`src/rtl/otg_tmo_pkg.sv`:
```
package otg_tmo_pkg;

  localparam int PAGE_W  = 2;
  localparam int VAL_W   = 2;
  localparam int N_PAGES = 1 << PAGE_W;
  localparam int N_VALS  = 1 << VAL_W;

  // Duration in microseconds for a page/code pair; zero marks an unused slot.
  function automatic longint unsigned dur_us(input int pg, input int code,
                                             input longint unsigned sess_v0_us);
    case (pg)
      1: case (code)
           0:       return sess_v0_us;
           1:       return 64'd23000;
           2:       return 64'd31000;
           default: return 64'd40000;
         endcase
      2: case (code)
           0:       return 64'd93000;
           1:       return 64'd105000;
           2:       return 64'd118000;
           default: return 64'd131000;
         endcase
      3: case (code)
           0:       return 64'd10;
           1:       return 64'd100;
           2:       return 64'd1000;
           default: return 64'd11000;
         endcase
      default: return 64'd0;
    endcase
  endfunction

  function automatic longint unsigned dur_cyc(input int pg, input int code,
                                              input longint unsigned clk_hz,
                                              input longint unsigned sess_v0_us);
    return dur_us(pg, code, sess_v0_us) * clk_hz / 64'd1000000;
  endfunction

  function automatic int cnt_width(input longint unsigned clk_hz,
                                   input longint unsigned sess_v0_us);
    longint unsigned mx;
    mx = 1;
    for (int p = 0; p < N_PAGES; p++)
      for (int v = 0; v < N_VALS; v++)
        if (dur_cyc(p, v, clk_hz, sess_v0_us) > mx)
          mx = dur_cyc(p, v, clk_hz, sess_v0_us);
    return $clog2(mx + 1);
  endfunction

  // A page is in use when any of its codes maps to a nonzero duration.
  function automatic logic [N_PAGES-1:0] used_mask(input longint unsigned sess_v0_us);
    logic [N_PAGES-1:0] m;
    m = '0;
    for (int p = 0; p < N_PAGES; p++)
      for (int v = 0; v < N_VALS; v++)
        if (dur_us(p, v, sess_v0_us) != 0) m[p] = 1'b1;
    return m;
  endfunction

endpackage

```
`src/rtl/otg_tmo_cfg_regs.sv`:
```
module otg_tmo_cfg_regs #(
  parameter int PAGE_W = 2,
  parameter int VAL_W  = 2,
  parameter logic [(1<<PAGE_W)-1:0] USED_MASK = '1
) (
  input  logic                             clk,
  input  logic                             rst_n,
  input  logic                             wr,
  input  logic [PAGE_W-1:0]                wr_page,
  input  logic [VAL_W-1:0]                 wr_val,
  output logic [(1<<PAGE_W)*VAL_W-1:0]     vals
);
  localparam int N_PAGES = 1 << PAGE_W;

  for (genvar p = 0; p < N_PAGES; p++) begin : g_page
    if (USED_MASK[p]) begin : g_used
      logic [VAL_W-1:0] code_q;
      always_ff @(posedge clk or negedge rst_n) begin
        if (!rst_n)
          code_q <= '0;
        else if (wr && (wr_page == PAGE_W'(p)))
          code_q <= wr_val;
      end
      assign vals[p*VAL_W +: VAL_W] = code_q;
    end else begin : g_unused
      assign vals[p*VAL_W +: VAL_W] = '0;
    end
  end
endmodule

```
`src/rtl/otg_tmo_limit_lut.sv`:
```
module otg_tmo_limit_lut
  import otg_tmo_pkg::*;
#(
  parameter longint unsigned CLK_HZ     = 48000000,
  parameter longint unsigned SESS_V0_US = 18000,
  parameter int              CNT_W      = 24
) (
  input  logic [PAGE_W-1:0] page,
  input  logic [VAL_W-1:0]  code,
  output logic [CNT_W-1:0]  limit
);
  localparam int N_ENT = N_PAGES * N_VALS;

  logic [CNT_W-1:0] tbl [N_ENT];

  for (genvar p = 0; p < N_PAGES; p++) begin : g_pg
    for (genvar v = 0; v < N_VALS; v++) begin : g_code
      localparam longint unsigned CYC = dur_cyc(p, v, CLK_HZ, SESS_V0_US);
      assign tbl[p*N_VALS + v] = CNT_W'(CYC);
    end
  end

  assign limit = tbl[{page, code}];
endmodule

```
`src/rtl/otg_tmo_counter.sv`:
```
module otg_tmo_counter #(
  parameter int CNT_W = 24
) (
  input  logic             clk,
  input  logic             rst_n,
  input  logic             start,
  input  logic             stop,
  input  logic [CNT_W-1:0] limit,
  output logic             timeout
);
  logic [CNT_W-1:0] cnt_q;
  logic [CNT_W-1:0] lim_q;
  logic             run_q;
  logic             flag_q;
  logic [CNT_W-1:0] cnt_nxt;

  assign cnt_nxt = cnt_q + 1'b1;

  always_ff @(posedge clk or negedge rst_n) begin
    if (!rst_n) begin
      cnt_q  <= '0;
      lim_q  <= '0;
      run_q  <= 1'b0;
      flag_q <= 1'b0;
    end else if (stop) begin
      run_q  <= 1'b0;
      flag_q <= 1'b0;
    end else if (start) begin
      cnt_q  <= '0;
      lim_q  <= limit;
      run_q  <= (limit != '0);
      flag_q <= 1'b0;
    end else if (run_q) begin
      cnt_q <= cnt_nxt;
      if (cnt_nxt == lim_q) begin
        run_q  <= 1'b0;
        flag_q <= 1'b1;
      end
    end
  end

  assign timeout = flag_q;
endmodule

```
`src/rtl/otg_tmo_timer.sv`:
```
module otg_tmo_timer
  import otg_tmo_pkg::*;
#(
  parameter longint unsigned CLK_HZ     = 48000000,
  parameter longint unsigned SESS_V0_US = 18000
) (
  input  logic       clk,
  input  logic       rst_n,
  input  logic       cfg_wr,
  input  logic [1:0] cfg_page,
  input  logic [1:0] cfg_value,
  input  logic [1:0] rd_page,
  output logic [1:0] rd_value,
  input  logic       tmr_start,
  input  logic [1:0] tmr_page,
  input  logic       tmr_stop,
  output logic       timeout
);
  localparam int                 CNT_W = cnt_width(CLK_HZ, SESS_V0_US);
  localparam logic [N_PAGES-1:0] USED  = used_mask(SESS_V0_US);

  logic [N_PAGES*VAL_W-1:0] page_vals;
  logic [VAL_W-1:0]         tmr_code;
  logic [CNT_W-1:0]         start_limit;

  otg_tmo_cfg_regs #(
    .PAGE_W    (PAGE_W),
    .VAL_W     (VAL_W),
    .USED_MASK (USED)
  ) u_regs (
    .clk     (clk),
    .rst_n   (rst_n),
    .wr      (cfg_wr),
    .wr_page (cfg_page),
    .wr_val  (cfg_value),
    .vals    (page_vals)
  );

  assign rd_value = page_vals[rd_page*VAL_W +: VAL_W];
  assign tmr_code = page_vals[tmr_page*VAL_W +: VAL_W];

  otg_tmo_limit_lut #(
    .CLK_HZ     (CLK_HZ),
    .SESS_V0_US (SESS_V0_US),
    .CNT_W      (CNT_W)
  ) u_lut (
    .page  (tmr_page),
    .code  (tmr_code),
    .limit (start_limit)
  );

  otg_tmo_counter #(
    .CNT_W (CNT_W)
  ) u_cnt (
    .clk     (clk),
    .rst_n   (rst_n),
    .start   (tmr_start),
    .stop    (tmr_stop),
    .limit   (start_limit),
    .timeout (timeout)
  );
endmodule

```
`config.mk`:
```
export PLATFORM = sky130hd
export DESIGN_NAME = otg_tmo_timer
export DESIGN_NICKNAME = d
export VERILOG_FILES = /design/src/rtl/otg_tmo_pkg.sv /design/src/rtl/otg_tmo_cfg_regs.sv /design/src/rtl/otg_tmo_limit_lut.sv /design/src/rtl/otg_tmo_counter.sv /design/src/rtl/otg_tmo_timer.sv
export SDC_FILE = /design/constraint.sdc
export NUM_CORES = 1
export LEC_CHECK = 0
export CAP_MARGIN = 15
export CORE_MARGIN = 2
export CORE_UTILIZATION = 57
export CTS_CLUSTER_SIZE = 8
export DETAILED_ROUTE_END_ITERATION = 12
export MAX_ROUTING_LAYER = met4
export PLACE_DENSITY = 0.8
export SLEW_MARGIN = 0
export SYNTH_ARGS = -nofsm -noshare
export SYNTH_HDL_FRONTEND = slang
export SYNTH_SLANG_ARGS = --single-unit
```
`constraint.sdc`:
```
create_clock -name clk -period 2.63 [get_ports clk]
set_input_delay 0.789 -clock clk [delete_from_list [all_inputs] [get_ports clk]]
set_output_delay 0.789 -clock clk [all_outputs]
set_load 0.05 [all_outputs]
```
# Word-level counts from Yosys, hierarchy flattened
# Memory sizes are Yosys's and may differ from the RTL's.
# Index checks and enable logic that the tools add are counted.
# word_totals
mem_bits_ro	368
reg_bits	54
out_inout_bits	3
memories	1
# memory_table
name	depth	word_bits	rd	rd_ports_with_merged_regs	write_ports	line_no	source
(name not given)	16	23	1	0	0	otg_tmo_limit_lut.sv:23	assign limit = tbl[{page, code}];
# classes
muxes	12
n_reduce_logical	10
n_shift	2
addsub	1
eq_ne	4
n_bitwise	2
order_cmp	1
# ops
op	n
$mux W23	4
$add A23 B1 Y23 const B	1
$eq A23 B23 Y1	1
$reduce_bool A23 Y1	1
$shiftx A8 B4 Y2	2
$mux W1	8
$reduce_and A2 Y1	3
$reduce_bool A3 Y1	2
$ge A5 B5 Y1 const B	1
$not A4 Y5	1
$eq A2 B2 Y1 const B	2
$logic_and A1 B1 Y1	3
$eq A2 B1 Y1 const B	1
$reduce_bool A2 Y1	1
$not A1 Y1	1

# Longest topological paths before layout
# Gate-level depths: netlist (run 1).
# logic_depth
word_depth	8
mapped_depth	10
ltp_nobuf	10

# Modules after synthesis
# From an unflattened synthesis (run 1), not the netlist that was laid out.
# unflattened
cells_unflattened	378
area_unflattened_um2	3580.9
# by_module_without_submodules
module	area_per_inst_um2	cells_per_inst	instances
otg_tmo_counter	2850.2	297	1
otg_tmo_limit_lut	369.1	59	1
otg_tmo_cfg_regs	256.5	18	1
otg_tmo_timer	105.1	4	1

# Worst setup path before layout (run 1)
# No wires, ideal clock.
# synth_timing
path_type	input port to flip-flop
startpoint	in tmr_page[0]
endpoint	reg u_cnt.lim_q[7]
required_time_ps	2505
setup_slack_ps	363
path_stages	8
arrival_ps	2142
cell_sequence	clkbuf_1 > nand2_1 > nand2_1 > a22oi_1 > ha_1 > a21oi_1 > a21oi_1 > mux2_2
# synth_via
elab_chain_cells	5
# synth_lines
element	line_no	source
start: declaration	otg_tmo_timer.sv:15	input logic [1:0] tmr_page,
$shiftx A8 B4 Y2	otg_tmo_timer.sv:40	assign tmr_code = page_vals[tmr_page*VAL_W +: VAL_W];
$not A4 Y5 (implied by the code) *	otg_tmo_limit_lut.sv:23	
$mem_v2 Z16 W23 *	--	
$mux W23 (implied by the code) * (2 in series)	otg_tmo_limit_lut.sv:23	
end signal: assignment	otg_tmo_counter.sv:30	lim_q <= limit;
end: declaration	otg_tmo_counter.sv:12	logic [CNT_W-1:0] lim_q;
# Mark *: on every way between the ends. The rest lies on a longest branch, timed or not. The select of a mux whose other input is x is not followed.
# A chain may end at the register's enable or synchronous reset.

# Final worst setup path (run 1)
# layout_timing
startpoint	in rd_page[0]
endpoint	out rd_value[0]
# layout_via
elab_chain_cells	1
# layout_lines
element	line_no	source
start: declaration	otg_tmo_timer.sv:12	input logic [1:0] rd_page,
$shiftx A8 B4 Y2	otg_tmo_timer.sv:39	assign rd_value = page_vals[rd_page*VAL_W +: VAL_W];
end: declaration	otg_tmo_timer.sv:13	output logic [1:0] rd_value,
# Every way passes these cells.

==> impl_results.md, run 1 <==
* Detailed Route Iter0 Violations at ~240
* Worst skew pair latency at 300 ps
* Post-Synth Adder-Cell Area at between 2 and 3%
* Clk slew on worst S/H paths at 80 ps
* Post-synthesis simple-gate area fraction at a little under a quarter
* Layout cell share with drive strength beyond 1 at a little under a fifth
* Pwr dens at 490 nW/um2
* Clock buffer depth at 2
* Slew margin rel. at between 60% and 70%
* Fin. max-slew vios at 0
* Worst Setup End Kind: output pin
* Die H at between 70 and 80 um
* Worst EP required at 1840 ps
* Hold Fails Final Rpt at 0
* R2R Path Start: u_cnt.cnt_q[5]$_DFFE_PN0P_
* Global-route wire length before repair at between 10 and 15 mm
* DRT antenna net count at 0
* I/O pin count at 16
* Synth Area in XOR/XNOR at between 6 and 7%
* FF+latch count, synth at 48
* Postcts setup bufs at 0
* Synthesized Nets at ~390
* Synth unique cells at 58
* Post-DP Area at 3600 um2
* CTS root buf: clkbuf_8
* Setup CP Type: in -> out
* Ys Warns at 0
* DR vias/cell at between 6 and 7
* Largest family of logic cells by synthesized area: simple AND/OR/NAND/NOR gates
* RSZ-0062 raised after global routing: no
* Synth Area in Compound Gates at 21.8%
* FP Rows at 27
* Cell count after synthesis at approximately 370
* Synthesized area at between 3000 and 4000 um2
* Vias at just under 3k
* Total CTS buffers at 5
* Worst vdd ir at 0.265 mV
* Mux cell area share after synthesis at about 3.5%
* Buffers on Ports at 15
* Max-Cap Viols at 0
* Placeable Area at ~5500 um2
* Final Cell Area at approximately 3700 um2
* Gp weighted congestion at roughly 0.95
* Seq/Total Area, Yosys at a little under two fifths
* Worst Setup SP: rd_page[0]
* F_max at between 0.3 and 0.4 GHz
* Worst hold slack at between 400 and 500 ps
* Syn-to-layout area delta at 14.7%
* Asr flop ratio synth at 100%
* DRC Markers at 0
* Worst Path Max Fanout at 3
* Largest net degree at the start of global routing at 35
* Avg Synthesized Cell Area at 8.68 um2
* Min Tclk post-route at between 2000 and 3000 ps
* Final worst path period share at 98.7%
* Initial antenna violation count at 0
* N_diodes at 0
* Final Util at ~68%
* Nets at 428
* Clock sink count at 48
* Initial Util at approximately 59%
* Filler Cells Inserted at roughly 460
* Grt ovf at 0
* Wire per inst at 16.5 um
* Crit path DAT at between 1500 and 2000 ps
* Final setup viols at 0
* Vias in the first global route at between 2k and 3k
* Worst-Margin Slew at 534 ps
* Tot GR Track Use at 27.6%
* Dpl hpwl at around 5.8 mm
* LEAKAGE at ~1.6 nW
* EDFF count, synth at 0
* Drt pass-1 iters at 4
* Drt total wl at between 7 and 8 mm
* Die Span X at 79.5 um
* Status: finished, final reports clean
* Type of the worst min-delay path: in -> async
* CTS tree: done
* Top FF cell, synth: dfrtp_1
* Startpoint Class: primary input
* Reg2Reg Depth at 7
* H-tree depth at 2
* Setup Skew at around 4.5 ps
* Die ar. at between 6000 and 7000 um2
## kinds of logic after synthesis
family                   count (synthesis)
adder cells (fa/ha/maj)                  7
flip-flops                              48
buffers and inverters                   30
XOR/XNOR                                24
multiplexers                            10
AO/OA/AOI/OAI                          116
AND/OR/NAND/NOR                        139
## timing repair
item / in CTS / in global routing
gates resized for setup: 3 / 3
endpoints found under the hold margin: 0 / 0
hold buffers: 0 / 0
setup endpoints to repair: 2 / 2
## where the power goes
group	internal, mW	leakage, nW	switching (mW)	total (mW)
combinational	0.198	0.909	0.223	0.421
clock	0.283	0.0552	0.249	0.532
sequential	0.801	0.635	0.0710	0.872
## worst max-delay path, cell delays in order
cell             delay, ps
clkdlybuf4s50_1        530
nor2b_2                 70
a22o_1                 260
buf_6                  160
## per-stage QoR
stage               power (mW)  setup slack, ps  TNS, ps  cells
finish                    1.82             33.3        0    481
global route              1.91             20.8        0    481
CTS                       1.82             22.4        0    481
detailed placement        1.30             -203     -557    473
global placement          1.28             -140     -366    473
floorplan                 1.14              363        0    374
## state kept, by name, summed over array words and instances, names as in the netlist
register,flops
u_cnt.lim_q,17
u_cnt.run_q,1
u_cnt.cnt_q,23
u_regs.g_page.g_used.code_q,6
u_cnt.timeout,1
## worst paths after layout
check                           slack (ps)                           to
worst max-delay path                    30                  rd_value[0]
worst min-delay path                   410  u_cnt.cnt_q[19]$_DFFE_PN0P_
worst max register to register         120    u_cnt.timeout$_DFFE_PN0P_
worst min register to register         520  u_cnt.lim_q[17]$_DFFE_PN0P_
max in group asynchronous             1650   u_cnt.cnt_q[4]$_DFFE_PN0P_
min in group clk                       520  u_cnt.lim_q[17]$_DFFE_PN0P_
## final cells by class
type	instances	area, um2	share of cell area (%)
clock inverter	2	35.0	0.941
clock buffer	6	72.6	1.95
timing repair buffer	51	425	11.4
sequential	48	1200	32.3
multi-input combinational	296	1880	50.4
inverter	6	22.5	0.605
tap	72	90.1	2.42
## placed cells by master, fill, tap and decap left out, types with 3 or more instances in the layout
master and n:
nor2_1 32, o21ai_0 50, o31ai_1 11, a22oi_1 4, and3_1 3, and2_1 3
xor2_1 6, a22o_1 5, a211oi_1 3, nand3_1 14, nand2_1 45, nand2b_1 3
buf_4 36, nand3b_1 3, mux2_2 10, clkbuf_8 5, a31oi_1 3, clkdlybuf4s50_1 11
ha_1 7, inv_1 6, nand4_1 9, xnor2_1 18, a21oi_1 22, o41ai_1 3
dfrtp_1 47
## cell usage after synthesis (2+ instances only)
library cell,n,area [um2]
nand3_1,14,70.1
a211oi_1,3,22.5
clkbuf_1,13,48.8
mux2_2,10,113
nor2_1,32,120
clkbuf_2,2,10.0
dfrtp_1,48,1200
nor3_1,2,10.0
nand3b_1,3,22.5
nor4_4,2,42.5
nor4_1,3,18.8
nor2b_1,3,18.8
o22ai_1,2,12.5
o41ai_1,3,26.3
and3_1,3,18.8
clkbuf_8,4,55.1
xnor2_1,18,158
or2_2,2,12.5
and2_1,3,18.8
nand4b_1,2,17.5
a21oi_1,22,110
nand2b_1,3,18.8
a21o_1,2,15.0
a22o_1,5,43.8
o221ai_1,2,17.5
nand3_2,2,20.0
inv_1,6,22.5
o31ai_1,11,82.6
xor2_1,6,52.6
ha_1,7,87.6
buf_4,2,15.0
nand4_1,9,56.3
a31oi_1,3,18.8
nand2_1,45,169
a22oi_1,4,30.0
o21ai_0,50,250
buf_6,2,22.5
## layer usage
layer	global-route usage [%]	vias up	wire length (um)
li1	-	1425	-
met1	33.5	1391	3530
met2	47.7	71	4030
met3	4.07	13	243
met4	8.28	0	143
met5	-	-	0
No activity file was read; power rests on OpenSTA's default activity.
==> inputs of run 2 (changes only) <==
==> constraint.sdc (replaced) <==
create_clock -name clk -period 2.63 [get_ports clk]
set_input_delay 0.789 -clock clk [delete_from_list [all_inputs] [get_ports clk]]
set_output_delay 0.789 -clock clk [all_outputs]
set_load 0.1 [all_outputs]
==> impl_results.md, run 2 (same netlist as run 1, synthesis figures left out) <==
* Clk slew on worst S/H paths at 90 ps (was 80 ps)
* Largest register FFs at 23 (unchanged)
* H-tree depth at 2 (unchanged)
* Final worst path period share at 99.1% (was 98.7%)
* Startpoint Class: primary input (unchanged)
* Placed cells at 476 (was 473)
* CTS hold repair buffers at 0 (unchanged)
* Total CTS buffers at 5 (unchanged)
* Clock buffer depth at 2 (unchanged)
* Initial Util at 59.0% (unchanged)
* Fin cells at 484 (was 481)
* Register bank with the most flops: u_cnt.cnt_q (unchanged)
* Gp weighted congestion at 0.874 (was 0.954)
* Placeable Area at 5510 um2 (unchanged)
* Pwr dens at 479 nW/um2 (was 490 nW/um2)
* DRC Markers at 0 (unchanged)
* Type of the worst min-delay path: in -> async (unchanged)
* Drt pass-1 iters at 6 (was 4)
* Final setup viols at 0 (unchanged)
* Worst Setup End Kind: output pin (unchanged)
* Fin. max-slew vios at 0 (unchanged)
* Wire per inst at 16.2 um (was 16.5 um)
* Crit path DAT at 1820 ps (was 1810 ps)
* Status: finished, final reports clean (unchanged)
* Grt ovf at 0 (unchanged)
* Post-DP Area at 3650 um2 (was 3600 um2)
* Slew margin rel. at 66.2% (was 64.1%)
* Setup CP Type: in -> out (unchanged)
* Final Util at 68.1% (was 67.6%)
* LEAKAGE at 1.61 nW (was 1.60 nW)
* Vias in the first global route at 2928 (was 2796)
* R2R Path Start: u_cnt.cnt_q[1]$_DFFE_PN0P_ (was u_cnt.cnt_q[5]$_DFFE_PN0P_)
* Drt total wl at 7.84 mm (was 7.95 mm)
* Die Span X at 79.5 um (unchanged)
* Initial antenna violation count at 0 (unchanged)
* Worst Path Max Fanout at 3 (unchanged)
* Buffers on Ports at 15 (unchanged)
* Global-route wire length before repair at 13.4 mm (was 13.3 mm)
* Worst EP required at 1840 ps (about the same)
* Max-Cap Viols at 0 (unchanged)
* Worst vdd ir at 0.323 mV (was 0.265 mV)
* Slowest Stage Delay on Critical Path at 520 ps (was 530 ps)
* CTS root buf: clkbuf_8 (unchanged)
* Worst-Margin Slew at 501 ps (was 534 ps)
* Largest net degree at the start of global routing at 35 (unchanged)
* FP Rows at 27 (unchanged)
* Worst Setup SP: rd_page[0] (unchanged)
* Die H at 79.5 um (unchanged)
* Die ar. at 6320 um2 (unchanged)
* Detailed Route Iter0 Violations at 236 (was 237)
* I/O pin count at 16 (unchanged)
* Cells along the critical path: clkdlybuf4s50_1 > nor2b_2 > a22o_1 > buf_12 (was clkdlybuf4s50_1 > nor2b_2 > a22o_1 > buf_6)
* CP max stage cell: clkdlybuf4s50_1 (unchanged)
* Min Tclk post-route at 2610 ps (was 2600 ps)
* CTS tree: done (unchanged)
* Postcts setup bufs at 0 (unchanged)
* Clock sink count at 48 (unchanged)
* Hold Fails Final Rpt at 0 (unchanged)
* Dpl hpwl at 5.84 mm (about the same)
* Final Cell Area at 3750 um2 (was 3720 um2)
* Nets at 431 (was 428)
* Most common cell after layout, fill and taps aside: o21ai_0 (unchanged)
* Vias at 2973 (was 2900)
* Setup Skew at 4.02 ps (was 4.54 ps)
* DR vias/cell at 6.14 (was 6.03)
* Worst skew pair latency at 300 ps (about the same)
* Total power at 1.80 mW (was 1.82 mW)
* Commonest non-fill, non-tap cells in the layout: 50 x o21ai_0, 46 x dfrtp_1, 45 x nand2_1 (was 50 x o21ai_0, 47 x dfrtp_1, 45 x nand2_1)
* Tot GR Track Use at 27.6% (about the same)
* N_diodes at 0 (unchanged)
* Largest registers: u_cnt.cnt_q (23), u_cnt.lim_q (17), u_regs.g_page.g_used.code_q (6) (unchanged)
* DRT antenna net count at 0 (unchanged)
* F_max at 0.384 GHz (was 0.385 GHz)
* Layout cell share with drive strength beyond 1 at 19.2% (was 18.1%)
* Syn-to-layout area delta at 15.5% (was 14.7%)
-- run 2: cell count changes in the layout (fill, tap and decap cells not counted), sizes merged --
cell,change
clkinv,-1
clkdlybuf4s50,-1
bufinv,-1
buf,+4
clkinvlp,+2
-- run 2: through the flow --
| stage | worst slack, ps | hold WS (ps) | setup TNS [ps] |
|---|---|---|---|
| after CTS | 26.9 | 353 | 0 |
| after global placement | -164 | 484 | -402 |
| after detailed placement | -195 | 492 | -694 |
| final | 24.3 | 352 | 0 |
| after floorplan | 109 | 463 | 0 |
| after global routing | -0.0954 | 374 | -0.0954 |
-- run 2: worst paths after layout --
| path | endpoint | slack, ps | depth (start not counted) |
|---|---|---|---|
| max | rd_value[1] | 20 | 4 |
| min | u_regs.g_page[3].g_used.code_q[0]$_DFFE_PN0P_ | 350 | 1 |
| max reg2reg | u_cnt.timeout$_DFFE_PN0P_ | 90 | 8 |
| min reg2reg | u_cnt.lim_q[17]$_DFFE_PN0P_ | 510 | 2 |
| max in group asynchronous | u_cnt.lim_q[9]$_DFFE_PN0P_ | 1720 | 2 |
| min in group clk | u_cnt.lim_q[17]$_DFFE_PN0P_ | 510 | 2 |
-- run 2: final cells by class --
class | count | area (um2)
well taps | 72 | 90.1
flip-flops and latches | 48 | 1200
multi-input cells | 296 | 1870
clock buffers | 6 | 82.6
inverters | 6 | 22.5
clock inverters | 2 | 15.0
fillers | 450 | 1760
repair buffers | 54 | 467
-- run 2: layer usage --
layer	wire, um	GRT usage (%)
met1	3410	33.7
met2	3990	46.9
met3	368	4.41
met5	0	-
met4	71	9.14
-- run 2: report_power, final --
group	internal (mW)	leakage (nW)	switching, mW
sequential	0.801	0.633	0.0743
combinational	0.209	0.933	0.242
clock	0.213	0.0434	0.257
total	1.22	1.61	0.574
-- run 2: repair_timing --
item                       CTS  global route
setup endpoints to repair    2             4
pin swaps                    0             0
gates resized for setup      1             3
-- run 2: worst max-delay path: cells and delay by family --
kind,cells,cell delay (ps)
AO/OA/AOI/OAI,1,260
buffers and inverters,2,690
AND/OR/NAND/NOR,1,70
==> inputs of run 3 (changes only) <==
- CORE_ASPECT_RATIO: default -> 1.75
- DONT_BUFFER_PORTS: default -> 1
- PLACE_DENSITY: 0.8 -> 0.76
- REMOVE_ABC_BUFFERS: default -> 1
==> impl_results.md, run 3 (same netlist as run 1, synthesis figures left out) <==
* Status: finished, final reports clean (unchanged)
* Detailed Route Iter0 Violations at 150 (was 236)
* H-tree depth at 2 (unchanged)
* Worst skew pair latency at 330 ps (was 300 ps)
* Drt pass-1 iters at 5 (was 6)
* Nets at 396 (was 431)
* Largest registers: u_cnt.cnt_q (23), u_cnt.lim_q (17), u_regs.g_page.g_used.code_q (6) (unchanged)
* Initial Util at 58.6% (was 59.0%)
* CTS hold repair buffers at 0 (unchanged)
* Startpoint Class: flop (was primary input)
* Global-route wire length before repair at 13.4 mm (about the same)
* Worst Path Max Fanout at 8 (was 3)
* NetSw at 564 uW (was 574 uW)
* FP Rows at 36 (was 27)
* Die H at 104 um (was 79.5 um)
* Slew margin rel. at 66.3% (was 66.2%)
* Register bank with the most flops: u_cnt.cnt_q (unchanged)
* Vias in the first global route at 2870 (was 2928)
* CTS tree: done (unchanged)
* Dpl hpwl at 5.91 mm (was 5.84 mm)
* RSZ-0062 raised after global routing: no
* Syn-to-layout area delta at 6.93% (was 15.5%)
* Clk slew on worst S/H paths at 100 ps (was 90 ps)
* Hold Fails Final Rpt at 0 (unchanged)
* Vias at 2825 (was 2973)
* Most common cell after layout, fill and taps aside: o21ai_0 (unchanged)
* Clock sink count at 48 (unchanged)
* Gp weighted congestion at 0.925 (was 0.874)
* Setup Skew at 11.5 ps (was 4.02 ps)
* DR vias/cell at 6.24 (was 6.14)
* Total CTS buffers at 5 (unchanged)
* Pwr dens at 548 nW/um2 (was 479 nW/um2)
* Clk pwr share at 34.7% (was 26.2%)
* Die ar. at 6340 um2 (was 6320 um2)
* I/O pin count at 16 (unchanged)
* DRC Markers at 0 (unchanged)
* Type of the worst min-delay path: in -> async (unchanged)
* Total power at 1.90 mW (was 1.80 mW)
* N_diodes at 0 (unchanged)
* Clock buffer depth at 2 (unchanged)
* Placeable Area at 5540 um2 (was 5510 um2)
* Wire per inst at 17.8 um (was 16.2 um)
* Worst-Margin Slew at 500 ps (was 501 ps)
* Largest register FFs at 23 (unchanged)
* Crit path DAT at 2650 ps (was 1820 ps)
* Setup CP Type: reg -> reg (was in -> out)
* Max-Cap Viols at 0 (unchanged)
* Largest net degree at the start of global routing at 49 (was 35)
* Grt ovf at 0 (unchanged)
* Initial antenna violation count at 0 (unchanged)
* Fin. max-slew vios at 0 (unchanged)
* Min Tclk post-route at 2450 ps (was 2610 ps)
* Commonest non-fill, non-tap cells in the layout: 50 x o21ai_0, 45 x nand2_1, 45 x dfrtp_1 (was 50 x o21ai_0, 46 x dfrtp_1, 45 x nand2_1)
* Drt total wl at 8.04 mm (was 7.84 mm)
* Seq pwr share at 46.0% (was 48.7%)
* DRT antenna net count at 0 (unchanged)
* Filler Cells Inserted at 497 (was 450)
* LEAKAGE at 1.46 nW (was 1.61 nW)
* CTS root buf: clkbuf_8 (unchanged)
* Worst Setup End Kind: flop (was output pin)
* Worst vdd ir at 0.577 mV (was 0.323 mV)
* Final worst path period share at 93.3% (was 99.1%)
* Setup TNS at 0 ps (unchanged)
* Layout cell share with drive strength beyond 1 at 14.9% (was 19.2%)
* Final setup viols at 0 (unchanged)
* Worst EP required at 2830 ps (was 1840 ps)
* Buffers on Ports at 0 (was 15)
* Tot GR Track Use at 28.9% (was 27.6%)
* Die Span X at 61.1 um (was 79.5 um)
* Switching Fraction at 29.6% (was 31.9%)
* Comb pwr share at 19.3% (was 25.1%)
* F_max at 0.408 GHz (was 0.384 GHz)
* Internal Power at 1.34 mW (was 1.22 mW)
run 3: changes by cell type in the layout (fill, tap and decap cells not counted), moves of 2 or more:
cell | before | now
buf_4 | 39 | 19
clkdlybuf4s50_1 | 10 | 0
buf_12 | 3 | 0
bufinv_16 | 0 | 2
clkinvlp_4 | 2 | 0
run 3: path summary, 6_finish.rpt:
check	start	endpoint	slack [ps]	cells past startpoint
worst min-delay path	rst_n	u_cnt.cnt_q[3]$_DFFE_PN0P_	140	0
worst max register to register	u_cnt.cnt_q[4]$_DFFE_PN0P_	u_cnt.run_q$_DFF_PN0_	180	7
min in group clk	u_cnt.lim_q[15]$_DFFE_PN0P_	u_cnt.lim_q[15]$_DFFE_PN0P_	510	1
worst max-delay path	u_cnt.cnt_q[4]$_DFFE_PN0P_	u_cnt.run_q$_DFF_PN0_	180	7
worst min register to register	u_cnt.lim_q[15]$_DFFE_PN0P_	u_cnt.lim_q[15]$_DFFE_PN0P_	510	1
max in group asynchronous	rst_n	u_cnt.cnt_q[8]$_DFFE_PN0P_	2360	0
run 3: area by class of cell:
type                    instances  area, um2  share of cell area [%]
multi-input cells             296       1870                    53.9
flip-flops and latches         48       1200                    34.7
repair buffers                 19        143                    4.11
well taps                      76       95.1                    2.74
clock buffers                   5       68.8                    1.98
clock inverters                 3       68.8                    1.98
inverters                       6       22.5                   0.648
run 3: power groups by stage:
stage	logic, mW	registers [mW]	clock network [mW]
2_1_floorplan	0.288	0.860	0
5_1_grt	0.408	0.885	0.692
3_5_place_dp	0.366	0.889	0
4_1_cts	0.368	0.874	0.670
6_report	0.368	0.876	0.660
3_3_place_gp	0.354	0.886	0
run 3: metrics by stage:
step / instances / util [%] / setup slack [ps] / hold WS (ps) / instance area [um2]
2_1_floorplan: 350 / - / 109 / 462 / 3090
3_3_place_gp: 445 / 60.1 / 198 / 484 / 3330
3_5_place_dp: 445 / 60.1 / 157 / 490 / 3330
4_1_cts: 453 / 62.6 / 94.5 / 134 / 3470
5_1_grt: 453 / 62.7 / 27.8 / 130 / 3470
6_report: 453 / 62.7 / 176 / 141 / 3470
run 3: metal layers:
metal	wire length, um	share of wire, %	vias up	global-route usage [%]
met1	2870	36	1350	30.4
met3	354	4.4	31	5.10
met4	442	5.5	0	17.5
met2	4380	54	88	47.6
li1	-	-	1356	-
met5	0	0	-	-
run 3: timing repair:
item / in CTS / in global routing
buffers inserted: 0 / 0
setup endpoints to repair: 0 / 2
gates resized for setup: 0 / 4
run 3: worst max-delay path, stage by stage (launching register included):
cell	delay (ps)
dfrtp_1	510
and4_2	310
nand2_1	120
or4b_1	590
xnor2_1	150
or3_1	320
nor4_2	210
o22ai_1	110
